--- src/rtl/tfb_pkg.sv ---
package tfb_pkg;
   localparam int TILE_LG     = 5;   // 32 pixels per tile edge
   localparam int TILE_BYTES  = 12;  // 4 KB per tile
   localparam int INTRA_BITS  = 10;  // byte offset inside a subtile

   typedef enum logic [1:0] {
      SLOT_0 = 2'd0,
      SLOT_1 = 2'd1,
      SLOT_2 = 2'd2,
      SLOT_3 = 2'd3
   } slot_t;
endpackage

--- src/rtl/tfb_quad_slot.sv ---
module tfb_quad_slot
   import tfb_pkg::*;
(
   input  logic  odd_row,
   input  logic  right_half,
   input  logic  top_half,
   output slot_t slot
);
   // Even rows walk BL, TL, TR, BR; odd rows start two places later
   // in the same cycle of quadrants, so only the high slot bit flips.
   logic [1:0] even_slot;

   always_comb begin
      even_slot = {right_half, right_half ^ top_half};
      slot      = slot_t'({even_slot[1] ^ odd_row, even_slot[0]});
   end
endmodule

--- src/rtl/tfb_tile_locate.sv ---
module tfb_tile_locate
   import tfb_pkg::*;
#(
   parameter int X_W   = 12,
   parameter int Y_W   = 12,
   parameter int TPR_W = 7
) (
   input  logic [X_W-1:0]         width,
   input  logic [X_W-1:0]         x,
   input  logic [Y_W-1:0]         y,
   output logic [X_W-TILE_LG:0]   tpr_full,
   output logic [TPR_W-1:0]       tpr,
   output logic [Y_W-TILE_LG-1:0] tile_row,
   output logic [TPR_W-1:0]       col_pos,
   output logic [1:0]             slot,
   output logic [INTRA_BITS-1:0]  intra
);
   localparam int ROUND_W = X_W + 1;

   logic [ROUND_W-1:0] rounded;
   logic [TPR_W-1:0]   tile_col;
   logic               odd_row;
   slot_t              slot_q;

   always_comb begin
      rounded  = {1'b0, width} + ROUND_W'(31);
      tpr_full = rounded[ROUND_W-1:TILE_LG];
      tpr      = TPR_W'(tpr_full);
      tile_row = y[Y_W-1:TILE_LG];
      tile_col = TPR_W'(x[X_W-1:TILE_LG]);
      odd_row  = y[TILE_LG];
      col_pos  = odd_row ? (tpr - TPR_W'(1) - tile_col) : tile_col;
      // Block row, block column, pixel row, pixel column, 4 bytes each.
      intra    = {y[3:2], x[3:2], y[1:0], x[1:0], 2'b00};
   end

   tfb_quad_slot i_slot (
      .odd_row    (odd_row),
      .right_half (x[4]),
      .top_half   (y[4]),
      .slot       (slot_q)
   );

   assign slot = slot_q;
endmodule

--- src/rtl/tfb_tile_mac.sv ---
module tfb_tile_mac #(
   parameter int ROW_W    = 7,
   parameter int TPR_W    = 7,
   parameter bit USE_MULT = 1'b1
) (
   input  logic [ROW_W-1:0]       row,
   input  logic [TPR_W-1:0]       tpr,
   input  logic [TPR_W-1:0]       pos,
   output logic [ROW_W+TPR_W-1:0] idx
);
   localparam int IDX_W = ROW_W + TPR_W;

   generate
      if (USE_MULT) begin : g_mult
         always_comb idx = IDX_W'(row) * IDX_W'(tpr) + IDX_W'(pos);
      end else begin : g_shift_add
         logic [IDX_W-1:0] acc [0:TPR_W];
         assign acc[0] = IDX_W'(pos);
         for (genvar i = 0; i < TPR_W; i++) begin : g_bit
            assign acc[i+1] = acc[i] + (tpr[i] ? (IDX_W'(row) << i) : '0);
         end
         assign idx = acc[TPR_W];
      end
   endgenerate
endmodule

--- src/rtl/tfb_addr_gen.sv ---
module tfb_addr_gen
   import tfb_pkg::*;
#(
   parameter int X_W      = 12,
   parameter int Y_W      = 12,
   parameter int TPR_W    = 7,
   parameter bit USE_MULT = 1'b1,
   localparam int ROW_W   = Y_W - TILE_LG,
   localparam int IDX_W   = ROW_W + TPR_W,
   localparam int OFS_W   = IDX_W + TILE_BYTES
) (
   input  logic             clk,
   input  logic             rst,
   input  logic             in_valid,
   input  logic [X_W-1:0]   in_width,
   input  logic [X_W-1:0]   in_x,
   input  logic [Y_W-1:0]   in_y,
   output logic             out_valid,
   output logic [OFS_W-1:0] out_ofs
);
   localparam int TPR_MAX = (1 << TPR_W) - 1;

   generate
      if (X_W < TILE_LG + 1) begin : g_bad_xw
         $error("X_W must cover at least two tiles");
      end
      if (Y_W < TILE_LG + 1) begin : g_bad_yw
         $error("Y_W must cover at least two tile rows");
      end
      if (X_W > TPR_W + TILE_LG) begin : g_bad_tpr
         $error("tile count field too narrow for X_W");
      end
   endgenerate

   // Stage 0: combinational decode of the request
   logic [X_W-TILE_LG:0]  tpr_full;
   logic [TPR_W-1:0]      c_tpr, c_pos;
   logic [ROW_W-1:0]      c_row;
   logic [1:0]            c_slot;
   logic [INTRA_BITS-1:0] c_intra;

   tfb_tile_locate #(.X_W(X_W), .Y_W(Y_W), .TPR_W(TPR_W)) i_locate (
      .width    (in_width),
      .x        (in_x),
      .y        (in_y),
      .tpr_full (tpr_full),
      .tpr      (c_tpr),
      .tile_row (c_row),
      .col_pos  (c_pos),
      .slot     (c_slot),
      .intra    (c_intra)
   );

   // Stage 1 registers
   logic                  s1_valid;
   logic [TPR_W-1:0]      s1_tpr, s1_pos;
   logic [ROW_W-1:0]      s1_row;
   logic [1:0]            s1_slot;
   logic [INTRA_BITS-1:0] s1_intra;

   always_ff @(posedge clk) begin
      if (rst) begin
         s1_valid <= 1'b0;
         s1_tpr   <= '0;
         s1_pos   <= '0;
         s1_row   <= '0;
         s1_slot  <= '0;
         s1_intra <= '0;
      end else begin
         s1_valid <= in_valid;
         if (in_valid) begin
            s1_tpr   <= c_tpr;
            s1_pos   <= c_pos;
            s1_row   <= c_row;
            s1_slot  <= c_slot;
            s1_intra <= c_intra;
         end
      end
   end

   // Stage 2: tile index and final offset
   logic [IDX_W-1:0] tile_idx;

   tfb_tile_mac #(.ROW_W(ROW_W), .TPR_W(TPR_W), .USE_MULT(USE_MULT)) i_mac (
      .row (s1_row),
      .tpr (s1_tpr),
      .pos (s1_pos),
      .idx (tile_idx)
   );

   always_ff @(posedge clk) begin
      if (rst) begin
         out_valid <= 1'b0;
         out_ofs   <= '0;
      end else begin
         out_valid <= s1_valid;
         if (s1_valid) begin
            out_ofs <= {tile_idx, s1_slot, s1_intra};
         end
      end
   end

   // Checks
   logic [IDX_W:0] lim_row, lim_tpr;
   assign lim_row = (IDX_W+1)'(s1_row) + (IDX_W+1)'(1);
   assign lim_tpr = (IDX_W+1)'(s1_tpr);

   AST_RESET_CLEAR: assert property (@(posedge clk)
      rst |=> (!out_valid && out_ofs == '0));
   AST_S1_FOLLOWS: assert property (@(posedge clk) disable iff (rst)
      in_valid |=> s1_valid);
   AST_S1_IDLE: assert property (@(posedge clk) disable iff (rst)
      !in_valid |=> !s1_valid);
   AST_OUT_FOLLOWS: assert property (@(posedge clk) disable iff (rst)
      s1_valid |=> out_valid);
   AST_OUT_IDLE: assert property (@(posedge clk) disable iff (rst)
      !s1_valid |=> !out_valid);
   AST_TILE_COUNT: assert property (@(posedge clk) disable iff (rst)
      in_valid |-> (tpr_full != '0 && tpr_full <= TPR_MAX));
   AST_X_INSIDE: assert property (@(posedge clk) disable iff (rst)
      in_valid |-> in_x < in_width);
   AST_LOW_CARRY: assert property (@(posedge clk) disable iff (rst)
      out_valid |-> out_ofs[INTRA_BITS-1:0] == $past(s1_intra));
   AST_SLOT_CARRY: assert property (@(posedge clk) disable iff (rst)
      out_valid |-> out_ofs[TILE_BYTES-1:INTRA_BITS] == $past(s1_slot));
   AST_TILE_BOUND: assert property (@(posedge clk) disable iff (rst)
      out_valid |-> ({1'b0, out_ofs[OFS_W-1:TILE_BYTES]} <
                     $past(lim_row) * $past(lim_tpr)));
endmodule

--- config.mk ---
export PLATFORM = sky130hd
export DESIGN_NAME = tfb_addr_gen
export DESIGN_NICKNAME = d
export VERILOG_FILES = /design/src/rtl/tfb_pkg.sv /design/src/rtl/tfb_quad_slot.sv /design/src/rtl/tfb_tile_locate.sv /design/src/rtl/tfb_tile_mac.sv /design/src/rtl/tfb_addr_gen.sv
export SDC_FILE = /design/constraint.sdc
export NUM_CORES = 1
export LEC_CHECK = 0
export ABC_AREA = 1
export ABC_CLOCK_PERIOD_IN_PS = 12450
export BUFFER_PORTS_ARGS = -buffer_cell sky130_fd_sc_hd__buf_2
export CAP_MARGIN = 20
export CORE_UTILIZATION = 54
export DETAILED_ROUTE_END_ITERATION = 10
export PLACE_DENSITY_LB_ADDON = 0.2
export SETUP_SLACK_MARGIN = 0.02
export SLEW_MARGIN = 20
export SYNTH_ARGS = -nofsm -noshare
export SYNTH_HDL_FRONTEND = slang
export SYNTH_SLANG_ARGS = --single-unit
--- constraint.sdc ---
create_clock -name clk -period 12.45 [get_ports clk]
set_clock_uncertainty 0.1 [all_clocks]
set_input_delay 1.8675 -clock clk [delete_from_list [all_inputs] [get_ports clk]]
set_output_delay 1.8675 -clock clk [all_outputs]
set_load 0.005 [all_outputs]
==> results of run 1 <==
## layout make-up
| type | count | area (um^2) |
|---|---|---|
| clock inverter | 5 | 80.08 |
| clock buffer | 10 | 137.6 |
| sequential | 57 | 1141 |
| fill | 711 | 2892 |
| inverter | 131 | 491.7 |
| tap | 102 | 127.6 |
| timing repair buffer | 63 | 315.3 |
| multi-input combinational | 413 | 2703 |
## per-stage QoR
stage / cells / utilization (%) / instance area [um^2]
after floorplan: 635 / - / 4478
after global placement: 766 / 60.58 / 4778
after detailed placement: 766 / 60.58 / 4778
after CTS: 781 / 63.34 / 4996
after global routing: 781 / 63.34 / 4996
final: 781 / 63.34 / 4996
## worst paths after layout
| path | start | endpoint | slack, ns | cells after the start |
|---|---|---|---|---|
| worst max-delay path | s1_tpr[6] | out_ofs[19] | 8.12 | 14 |
| worst min-delay path | s1_pos[5] | s1_pos[5] | 0.38 | 2 |
| worst max register to register | s1_tpr[6] | out_ofs[19] | 8.12 | 14 |
| worst min register to register | s1_pos[5] | s1_pos[5] | 0.38 | 2 |
## cell usage in the layout (no fill, tap or decap), types with 3 or more instances in the layout
cell type,n
a21oi_1,25
a31oi_1,6
buf_2,63
clkbuf_8,10
dfxtp_1,57
fa_1,32
ha_1,40
inv_1,128
nand2_1,115
nand2_2,5
nand3_1,20
nand4_1,5
nor2_1,85
nor3_1,3
o211ai_1,5
o21ai_0,45
o21ai_1,3
xnor2_1,3
xor2_1,7
## state kept, by name, indices dropped and copies added, names as in the netlist
register and count:
s1_slot 2, out_ofs 24, s1_tpr 7, s1_valid 1, out_valid 1, s1_pos 7, s1_intra 8, s1_row 7
## logic make-up after synthesis
| group | after synthesis | share of synthesized area (%) |
|---|---|---|
| buf+inv | 165 | 14.18 |
| flops | 57 | 25.50 |
| other cells | 1 | 0.08381 |
| fa+ha+maj | 72 | 25.50 |
| xor+xnor | 10 | 1.958 |
| compound gates | 92 | 11.38 |
| simple gates | 237 | 21.39 |
## where the power goes
| group | total (mW) | internal, mW | leakage [nW] | switching [mW] |
|---|---|---|---|---|
| sequential | 0.209 | 0.195 | 0.472 | 0.0134 |
| combinational | 0.121 | 0.0480 | 2.25 | 0.0733 |
| clock | 0.194 | 0.117 | 0.104 | 0.0770 |
| total | 0.524 | 0.360 | 2.83 | 0.164 |
## per-layer routing
| metal | global-route usage, % | vias up | wire length (um) |
|---|---|---|---|
| met2 | 42.71 | 104 | 4722 |
| li1 | - | 2004 | - |
| met4 | 7.949 | 0 | 172 |
| met5 | 0 | - | 0 |
| met3 | 4.878 | 17 | 474 |
| met1 | 34.09 | 1869 | 4685 |
## worst max-delay path: stages, from the launching register on
cell and delay (ns):
dfxtp_1 0.48, nand2_1 0.13, fa_1 0.52, fa_1 0.54, inv_1 0.06, fa_1 0.54, inv_1 0.06, fa_1 0.53
inv_1 0.05, ha_1 0.34, a21oi_1 0.20, o21ai_0 0.16, a21oi_1 0.18, xor2_1 0.21, a21oi_1 0.09
==> results.md, run 1 <==
- Cell area after synthesis: 4474 um^2
- Clk sinks: 57
- DRT Pass-1 Iters: 5
- Clock buffer count from CTS: 9
- Final Critical Period: 4.327 ns
- Worst Setup End Kind: register
- Async SR Flop Fraction: 0%
- # rows: 32
- Total Routed Length: 10050 um
- First-pass GRT wire length: 17530 um
- Post-synth top area cell: dfxtp_1
- Pre-CTS setup slack: 8.197 ns
- Crit Path Max Fanout: 8
- Least-Margin Pin Slew: 1.040 ns
- Design Power: 0.5238 mW
- Status: completed
- Core Region: 7888 um^2
- Hold WS: 0.3832 ns
- Synth top cells by count: inv_1, nand2_1, nor2_1
- Worst Hold Class: reg -> reg
- Ratio of cells with drive above 1 in the final layout: 13.25%
- Seq/Total Area, Yosys: 25.50%
- Post-CTS sizing: 0
- I/O Pins: 66
- PD cells: 104.8 nW/um^2
- CTS Hold Buffers Added: 0
- Startpoint types: register
- Fmax: 0.2311 GHz
- Routability congestion estimate: 0.9501
- Initial core utilization: 56.73%
- Chip height: 93.03 um
- Top cells by area, synth: dfxtp_1, fa_1, ha_1
- Yosys warns: 0
- Crit path kind: reg -> reg
- Fin. Hold Viols: 0
- Gr ovfl total: 0
- CTS H-Tree Depth: 3
- Setup slack after layout: 8.123 ns
- Final Net Count: 786
- Post-synth EDFFs: 0
- DP HPWL: 7849 um
- Antenna violations before repair: 0
- Routed Antenna Nets: 0
- DRC Markers: 0
- Mean Syn Cell Area: 7.057 um^2
- Critical Path RT: 12.53 ns
- Vias in the first global route: 3974
- IR drop worst, VDD: 79.72 uV
- Vias/cell: 5.114
- CTS clk-pin slew, worst paths: 0.07 ns
- Pin count of the biggest net entering global routing: 41
- Die X: 93.03 um
- CTS root buffer: clkbuf_8
- CTS tree: built
- Synth-to-Final Area Change: 11.66%
- Post-synth top area share: 25.50%
- Post-synth cell types: 35
- Max-slew violations: 0
- WL/cell: 12.87 um
- FF+latch count, synth: 57
- Cell with the most instances after synthesis: inv_1
- Vias: 3994
- Max-capacitance violation count: 0
- Setup violations, final: 0
- Post-CTS setup buffer count: 0
- Worst skew pair latency: 0.33 ns
- PortBufs: 63
- Dominant synthesized flop cell: dfxtp_1
- Fin crit share: 34.75%
- Clock Path Buffers: 2
- Total Routing Usage GR: 25.79%
- Die area: 8654 um^2
- Antenna cells: 0
- RSZ-0062 raised after global routing: no
- DR iter-0 viols: 174
- Worst slew margin: 30.21%
- Static Leak: 2.831 nW
- Post-Syn Instances: 634
- Setup Total Neg Slack: 0 ns
- Critical path arrival: 4.41 ns
Power figures use the tool's default switching activity.
==> inputs of run 2 (changes only) <==
--- a/config.mk
+++ b/config.mk
@@ -6,10 +6,10 @@
 export NUM_CORES = 1
 export LEC_CHECK = 0
 export ABC_AREA = 1
-export ABC_CLOCK_PERIOD_IN_PS = 12450
+export ABC_CLOCK_PERIOD_IN_PS = 3900
 export BUFFER_PORTS_ARGS = -buffer_cell sky130_fd_sc_hd__buf_2
 export CAP_MARGIN = 20
-export CORE_UTILIZATION = 54
+export CORE_UTILIZATION = 53
 export DETAILED_ROUTE_END_ITERATION = 10
 export PLACE_DENSITY_LB_ADDON = 0.2
 export SETUP_SLACK_MARGIN = 0.02
==> constraint.sdc (replaced) <==
create_clock -name clk -period 3.9 [get_ports clk]
set_clock_uncertainty 0.1 [all_clocks]
set_input_delay 0.585 -clock clk [delete_from_list [all_inputs] [get_ports clk]]
set_output_delay 0.585 -clock clk [all_outputs]
set_load 0.005 [all_outputs]
==> run 2 against run 1 <==
  * The run now ends with design-rule violations left
  * First-iteration DRC count is 27% higher
  * Clock-buffer cell count is 1 lower
  * Clock power grew to 3.3 times the previous value
  * Non-clock buffer count is 31 higher
  * Hold slack worse by 0.022 ns
  * Sequential power grew to 3.1 times the previous value
  * Design area is 9.2% higher
  * Sequential cell count stayed put
  * Routed wire length is 3.1% higher
  * Cell count is 4.5% higher
  * Total power grew to 3.4 times the previous value
  * Core utilization is 3.4 points higher
==> results.md, run 2 (synthesis results as in run 1) <==
- Status: complete, but fails checks (was completed)
- Violated checks: design-rule violations
- Setup violations, final: 0 (unchanged)
- Total Routed Length: 10360 um (was 10050 um)
- Routed Antenna Nets: 0 (unchanged)
- # rows: 33 (was 32)
- RSZ-0062 raised after global routing: yes (was no)
- Clock buffer count from CTS: 9 (unchanged)
- Most frequent cells in the layout: inv_1, nand2_1, nor2_1 (unchanged)
- Total Routing Usage GR: 25.56% (was 25.79%)
- Worst slew margin: 29.77% (was 30.21%)
- Max-slew violations: 0 (unchanged)
- Initial core utilization: 54.73% (was 56.73%)
- Ratio of cells with drive above 1 in the final layout: 22.93% (was 13.25%)
- Critical path arrival: 3.99 ns (was 4.41 ns)
- Largest registers: out_ofs: 24 flops, s1_intra: 8 flops (unchanged)
- DRT Pass-1 Iters: 8 (was 5)
- Pin count of the biggest net entering global routing: 41 (unchanged)
- WL/cell: 12.70 um (was 12.87 um)
- PD cells: 327.3 nW/um^2 (was 104.8 nW/um^2)
- CTS root buffer: clkbuf_8 (unchanged)
- Commonest non-fill, non-tap cell in the layout: inv_1 (unchanged)
- CP max stage cell: fa_1 (unchanged)
- Fin. Hold Viols: 0 (unchanged)
- Flip-flop count of the largest register after layout: 24 (unchanged)
- CTS H-Tree Depth: 3 (unchanged)
- Worst Hold Class: in -> reg (was reg -> reg)
- Final Critical Period: 3.853 ns (was 4.327 ns)
- IR drop worst, VDD: 311.9 uV (was 79.72 uV)
- First-pass GRT wire length: 17510 um (was 17530 um)
- Placed cells: 794 (was 766)
- Worst skew pair latency: 0.35 ns (was 0.33 ns)
- Least-Margin Pin Slew: 1.052 ns (was 1.040 ns)
- Crit Path Max Fanout: 6 (was 8)
- Worst Setup End Kind: register (unchanged)
- Vias: 4102 (was 3994)
- Antenna cells: 0 (unchanged)
- CTS clk-pin slew, worst paths: 0.08 ns (was 0.07 ns)
- Final Net Count: 817 (was 786)
- Critical Path RT: 4.04 ns (was 12.53 ns)
- Clock Path Buffers: 2 (unchanged)
- Core Region: 8175 um^2 (was 7888 um^2)
- Fin crit share: 98.80% (was 34.75%)
- CTS Hold Buffers Added: 0 (unchanged)
- Setup Total Neg Slack: 0 ns (unchanged)
- Vias/cell: 5.027 (was 5.114)
- I/O Pins: 66 (unchanged)
- Clk sinks: 57 (unchanged)
- Chip height: 93.88 um (was 93.03 um)
- DR iter-0 viols: 221 (was 174)
- Crit path kind: reg -> reg (unchanged)
- Static Leak: 3.022 nW (was 2.831 nW)
- Fin cells: 816 (was 781)
- PortBufs: 63 (unchanged)
- DRC Markers: 2 (was 0)
- Crit-path cells: nand2_2 > inv_2 > fa_1 > inv_1 > fa_1 > inv_1 > fa_1 > inv_1 > fa_1 > inv_2 > ha_4 > nand2_1 > nor2_1 > nand3_1 > nand3_2 > nor2_1 > o21ai_1 > inv_1 (was nand2_1 > fa_1 > fa_1 > inv_1 > fa_1 > inv_1 > fa_1 > inv_1 > ha_1 > a21oi_1 > o21ai_0 > a21oi_1 > xor2_1 > a21oi_1)
- Gr ovfl total: 0 (unchanged)
- Startpoint types: register (unchanged)
- Dpl cell area: 4995 um^2 (was 4778 um^2)
- CTS tree: built (unchanged)
- Post-route design area: 5458 um^2 (was 4996 um^2)
- Die X: 93.88 um (was 93.03 um)
- Synth-to-Final Area Change: 21.98% (was 11.66%)
- Routability congestion estimate: 0.9408 (was 0.9501)
- Die area: 8813 um^2 (was 8654 um^2)
- Antenna violations before repair: 0 (unchanged)
- Register name with the most flops: out_ofs (unchanged)
- Largest stage delay on the critical path: 0.53 ns (was 0.54 ns)
- Vias in the first global route: 3894 (was 3974)
- Max-capacitance violation count: 0 (unchanged)
- Fmax: 0.2595 GHz (was 0.2311 GHz)
- DP HPWL: 7791 um (was 7849 um)
-- run 2: cell count changes in the layout (fill, tap and decap cells not counted), moves of 6 or more --
cell / change
nand2_1: -7
nand2_2: +6
ha_1: -7
buf_4: +31
ha_4: +7
dfxtp_4: +8
dfxtp_1: -10
-- run 2: worst max-delay path, delay by kind of cell, from the launching register on --
kind            cells  cell delay [ns]
fa+ha+maj           5             2.24
compound gates      1             0.12
buf+inv             6             0.27
simple gates        6             0.65
flops               1             0.37
-- run 2: worst paths after layout --
kind / from / to / slack (ns) / cells past startpoint
max reg2reg: s1_tpr[1] / out_ofs[24] / 0.05 / 18
min reg2reg: s1_pos[5] / s1_pos[5] / 0.37 / 2
min: in_x[3] / s1_intra[7] / 0.36 / 3
max: s1_tpr[1] / out_ofs[24] / 0.05 / 18
-- run 2: where the power goes --
group,switching (mW),internal [mW],total (mW)
registers,0.0299,0.623,0.653
clock network,0.267,0.365,0.632
logic,0.281,0.220,0.501
-- run 2: timing repair --
item	4_1_cts	5_1_grt
resized for setup	23	36
setup buffers	5	1
pin swaps	13	18
endpoints found under the setup margin	8	9
hold endpoints to repair	0	0
-- run 2: layout make-up --
cell class | instances | area (um^2)
clock buffers | 9 | 123.9
clock inverters | 7 | 101.3
fillers | 721 | 2718
inverters | 131 | 491.7
multi-input cells | 413 | 2888
flip-flops and latches | 57 | 1174
well taps | 105 | 131.4
repair buffers | 94 | 548.0
-- run 2: through the flow --
step	setup WS, ns	hold slack [ns]	total power [mW]	utilization (%)
after floorplan	-0.002149	0.3339	0.9685	-
after global placement	-0.05388	0.3546	1.098	61.10
after detailed placement	-0.1713	0.3564	1.109	61.10
after CTS	0.02326	0.3468	1.755	64.78
after global routing	-0.07890	0.3460	1.898	66.76
final	0.04671	0.3612	1.786	66.76
-- run 2: metal layers --
layer / vias to the layer above / share of wire [%] / track usage [%]
li1: 2079 / - / -
met1: 1916 / 45 / 33.32
met2: 93 / 48 / 43.49
met3: 14 / 4.9 / 4.450
met4: 0 / 1.4 / 6.667
met5: - / 0 / 0
==> inputs of run 3 (changes only) <==
--- a/config.mk
+++ b/config.mk
@@ -5,7 +5,6 @@
 export SDC_FILE = /design/constraint.sdc
 export NUM_CORES = 1
 export LEC_CHECK = 0
-export ABC_AREA = 1
 export ABC_CLOCK_PERIOD_IN_PS = 3900
 export BUFFER_PORTS_ARGS = -buffer_cell sky130_fd_sc_hd__buf_2
 export CAP_MARGIN = 20
@@ -16,4 +15,5 @@
 export SLEW_MARGIN = 20
 export SYNTH_ARGS = -nofsm -noshare
 export SYNTH_HDL_FRONTEND = slang
+export SYNTH_HIERARCHICAL = 1
 export SYNTH_SLANG_ARGS = --single-unit
==> run 3 against run 2 <==
  * The flow finishes with violations (negative setup slack)
  * Core utilization down 1.3 points
  * Sequential cell count rose by 4
  * Clock-buffer cell count stayed put
  * Total power decreased by 3.0%
  * Routed wire length shrank 14%
  * Hold slack better by 0.0066 ns
  * Synthesized cell count is 24% lower
  * Sequential share of layout area up 1.5 points
  * First-iteration DRC count shrank 59%
  * Combinational power down 24%
  * Critical path type unchanged
  * Critical endpoint unchanged
==> results.md, run 3 <==
- Status: complete, but fails checks (unchanged)
- Violated checks: negative setup slack (was design-rule violations)
- Initial core utilization: 55.45% (was 54.73%)
- Antenna violations before repair: 0 (unchanged)
- RSZ-0062 raised after global routing: yes (unchanged)
- Die X: 95.18 um (was 93.88 um)
- Total Routing Usage GR: 21.35% (was 25.56%)
- Pin count of the biggest net entering global routing: 45 (was 41)
- Final Critical Period: 4.256 ns (was 3.853 ns)
- Critical path arrival: 4.37 ns (was 3.99 ns)
- Post-Syn Instances: 484 (was 634)
- Design Power: 1.733 mW (was 1.786 mW)
- Commonest non-fill, non-tap cell in the layout: nor2_1 (was inv_1)
- Worst hold start: in_x[0] (was in_x[3])
- DRC Markers: 0 (was 2)
- I/O Pins: 66 (unchanged)
- Gr ovfl total: 0 (unchanged)
- Reg2reg end: out_ofs[24] (unchanged)
- Worst R2R Start: s1_tpr[1] (unchanged)
- Clock Path Buffers: 2 (unchanged)
- Setup slack after layout: -0.3562 ns (was 0.04671 ns)
- Core Region: 8299 um^2 (was 8175 um^2)
- Vias in the first global route: 3307 (was 3894)
- DRT Pass-1 Iters: 4 (was 8)
- Worst Hold Class: in -> reg (unchanged)
- WL/cell: 13.13 um (was 12.70 um)
- Static Leak: 2.760 nW (was 3.022 nW)
- Antenna cells: 0 (unchanged)
- PortBufs: 65 (was 63)
- Fmax: 0.2350 GHz (was 0.2595 GHz)
- Clk sinks: 61 (was 57)
- CTS H-Tree Depth: 3 (unchanged)
- CTS root buffer: clkbuf_8 (unchanged)
- Crit path kind: reg -> reg (unchanged)
- Die area: 9059 um^2 (was 8813 um^2)
- Routability congestion estimate: 0.8918 (was 0.9408)
- Worst slew margin: 31.92% (was 29.77%)
- Largest registers: out_ofs: 26 flops, s1_intra: 10 flops (was out_ofs: 24 flops, s1_intra: 8 flops)
- R2r setup slk: -0.36 ns (was 0.05 ns)
- Post-route design area: 5435 um^2 (was 5458 um^2)
- Cell area after synthesis: 4602 um^2 (was 4474 um^2)
- DR iter-0 viols: 90 (was 221)
- IR drop worst, VDD: 353.9 uV (was 311.9 uV)
- CTS tree: built (unchanged)
- Setup Total Neg Slack: -1.897 ns (was 0 ns)
- Fin crit share: 109.1% (was 98.80%)
- Final Net Count: 677 (was 817)
- Chip height: 95.18 um (was 93.88 um)
- FILL cells: 684 (was 721)
- Hold worst-path end: s1_intra[2] (was s1_intra[7])
- Startpoint types: register (unchanged)
- Crit Path Max Fanout: 3 (was 6)
- Dpl cell area: 5120 um^2 (was 4995 um^2)
- Fin. Hold Viols: 0 (unchanged)
- Critical Path RT: 4.02 ns (was 4.04 ns)
- Clock buffer count from CTS: 9 (unchanged)
- Worst skew pair latency: 0.35 ns (about the same)
- Mean Syn Cell Area: 9.508 um^2 (was 7.057 um^2)
- Setup violations, final: 7 (was 0)
- Hold path cells: 3 (unchanged)
- Least-Margin Pin Slew: 1.021 ns (was 1.052 ns)
- DP HPWL: 6757 um (was 7791 um)
- Total Routed Length: 8876 um (was 10360 um)
- Vias/cell: 4.978 (was 5.027)
- Register name with the most flops: out_ofs (unchanged)
- R2R depth: 16 (was 18)
- Flip-flop count of the largest register after layout: 26 (was 24)
- First-pass GRT wire length: 14810 um (was 17510 um)
- Routed Antenna Nets: 0 (unchanged)
- Ratio of cells with drive above 1 in the final layout: 28.37% (was 22.93%)
- Most frequent cells in the layout: nor2_1, buf_2, mux2i_1 (was inv_1, nand2_1, nor2_1)
- Vias: 3365 (was 4102)
- Worst Setup End Kind: register (unchanged)
- Yosys warns: 6 (was 0)
- PD cells: 318.9 nW/um^2 (was 327.3 nW/um^2)
- Synth-to-Final Area Change: 18.11% (was 21.98%)
- CTS clk-pin slew, worst paths: 0.08 ns (about the same)
- Max-slew violations: 0 (unchanged)
- Max-capacitance violation count: 0 (unchanged)
- # rows: 33 (unchanged)
[run 3: final cells by class]
type	count	area, um^2	share of cell area [%]
Clock inverter	7	105.1	1.934
Tap cell	105	131.4	2.417
Multi-Input combinational cell	336	3009	55.36
Inverter	56	210.2	3.867
Sequential cell	61	1249	22.97
Timing Repair Buffer	102	606.8	11.16
Clock buffer	9	123.9	2.279
[run 3: worst max-delay path, cell delays in order (launching register included)]
cell	delay, ns
dfxtp_2	0.34
buf_6	0.11
and2_4	0.13
fa_1	0.50
fa_1	0.50
fa_1	0.50
inv_2	0.04
fa_1	0.49
inv_2	0.05
ha_4	0.21
and4_4	0.14
a32o_1	0.20
a2111o_1	0.39
a21oi_2	0.17
xnor2_1	0.08
mux2i_1	0.13
nor2_1	0.05
[run 3: what timing repair did]
| item | CTS | global route |
|---|---|---|
| endpoints found under the hold margin | 0 | 0 |
| buffers inserted | 1 | 1 |
| hold buffers | 0 | 0 |
| gates resized for setup | 4 | 16 |
| setup endpoints to repair | 7 | 8 |
| pin swaps | 10 | 14 |
[run 3: routing by layer]
layer	vias to the layer above	part of all wire (%)	GRT usage (%)
met1	1606	46	26.29
li1	1707	-	-
met2	45	51	36.37
met4	0	0.70	5.177
met3	7	3.2	6.459
met5	-	0	0
[run 3: how the worst max path moves through the flow]
stage / from / to / slack [ns] / cells after the start
CTS: s1_row[4] / out_ofs[25] / -0.37 / 17
floorplan: s1_tpr[1] / out_ofs[25] / -0.24 / 17
global placement: s1_row[3] / out_ofs[24] / -0.32 / 15
finish: s1_tpr[1] / out_ofs[24] / -0.36 / 16
detailed placement: s1_tpr[2] / out_ofs[25] / -0.42 / 17
global route: s1_row[3] / out_ofs[24] / -0.52 / 14
[run 3: per-stage QoR]
| step | worst slack [ns] | std cells | util [%] | hold WS (ns) |
|---|---|---|---|---|
| floorplan | -0.2376 | 485 | - | 0.3601 |
| global placement | -0.3216 | 658 | 61.69 | 0.3683 |
| detailed placement | -0.4168 | 658 | 61.69 | 0.3744 |
| CTS | -0.3729 | 675 | 64.66 | 0.3531 |
| global route | -0.5178 | 676 | 65.49 | 0.3581 |
| finish | -0.3562 | 676 | 65.49 | 0.3678 |
[run 3: where the power goes]
group          switching, mW  internal, mW  total, mW
Combinational          0.193         0.187      0.380
Sequential            0.0250         0.657      0.682
Clock                  0.301         0.371      0.672
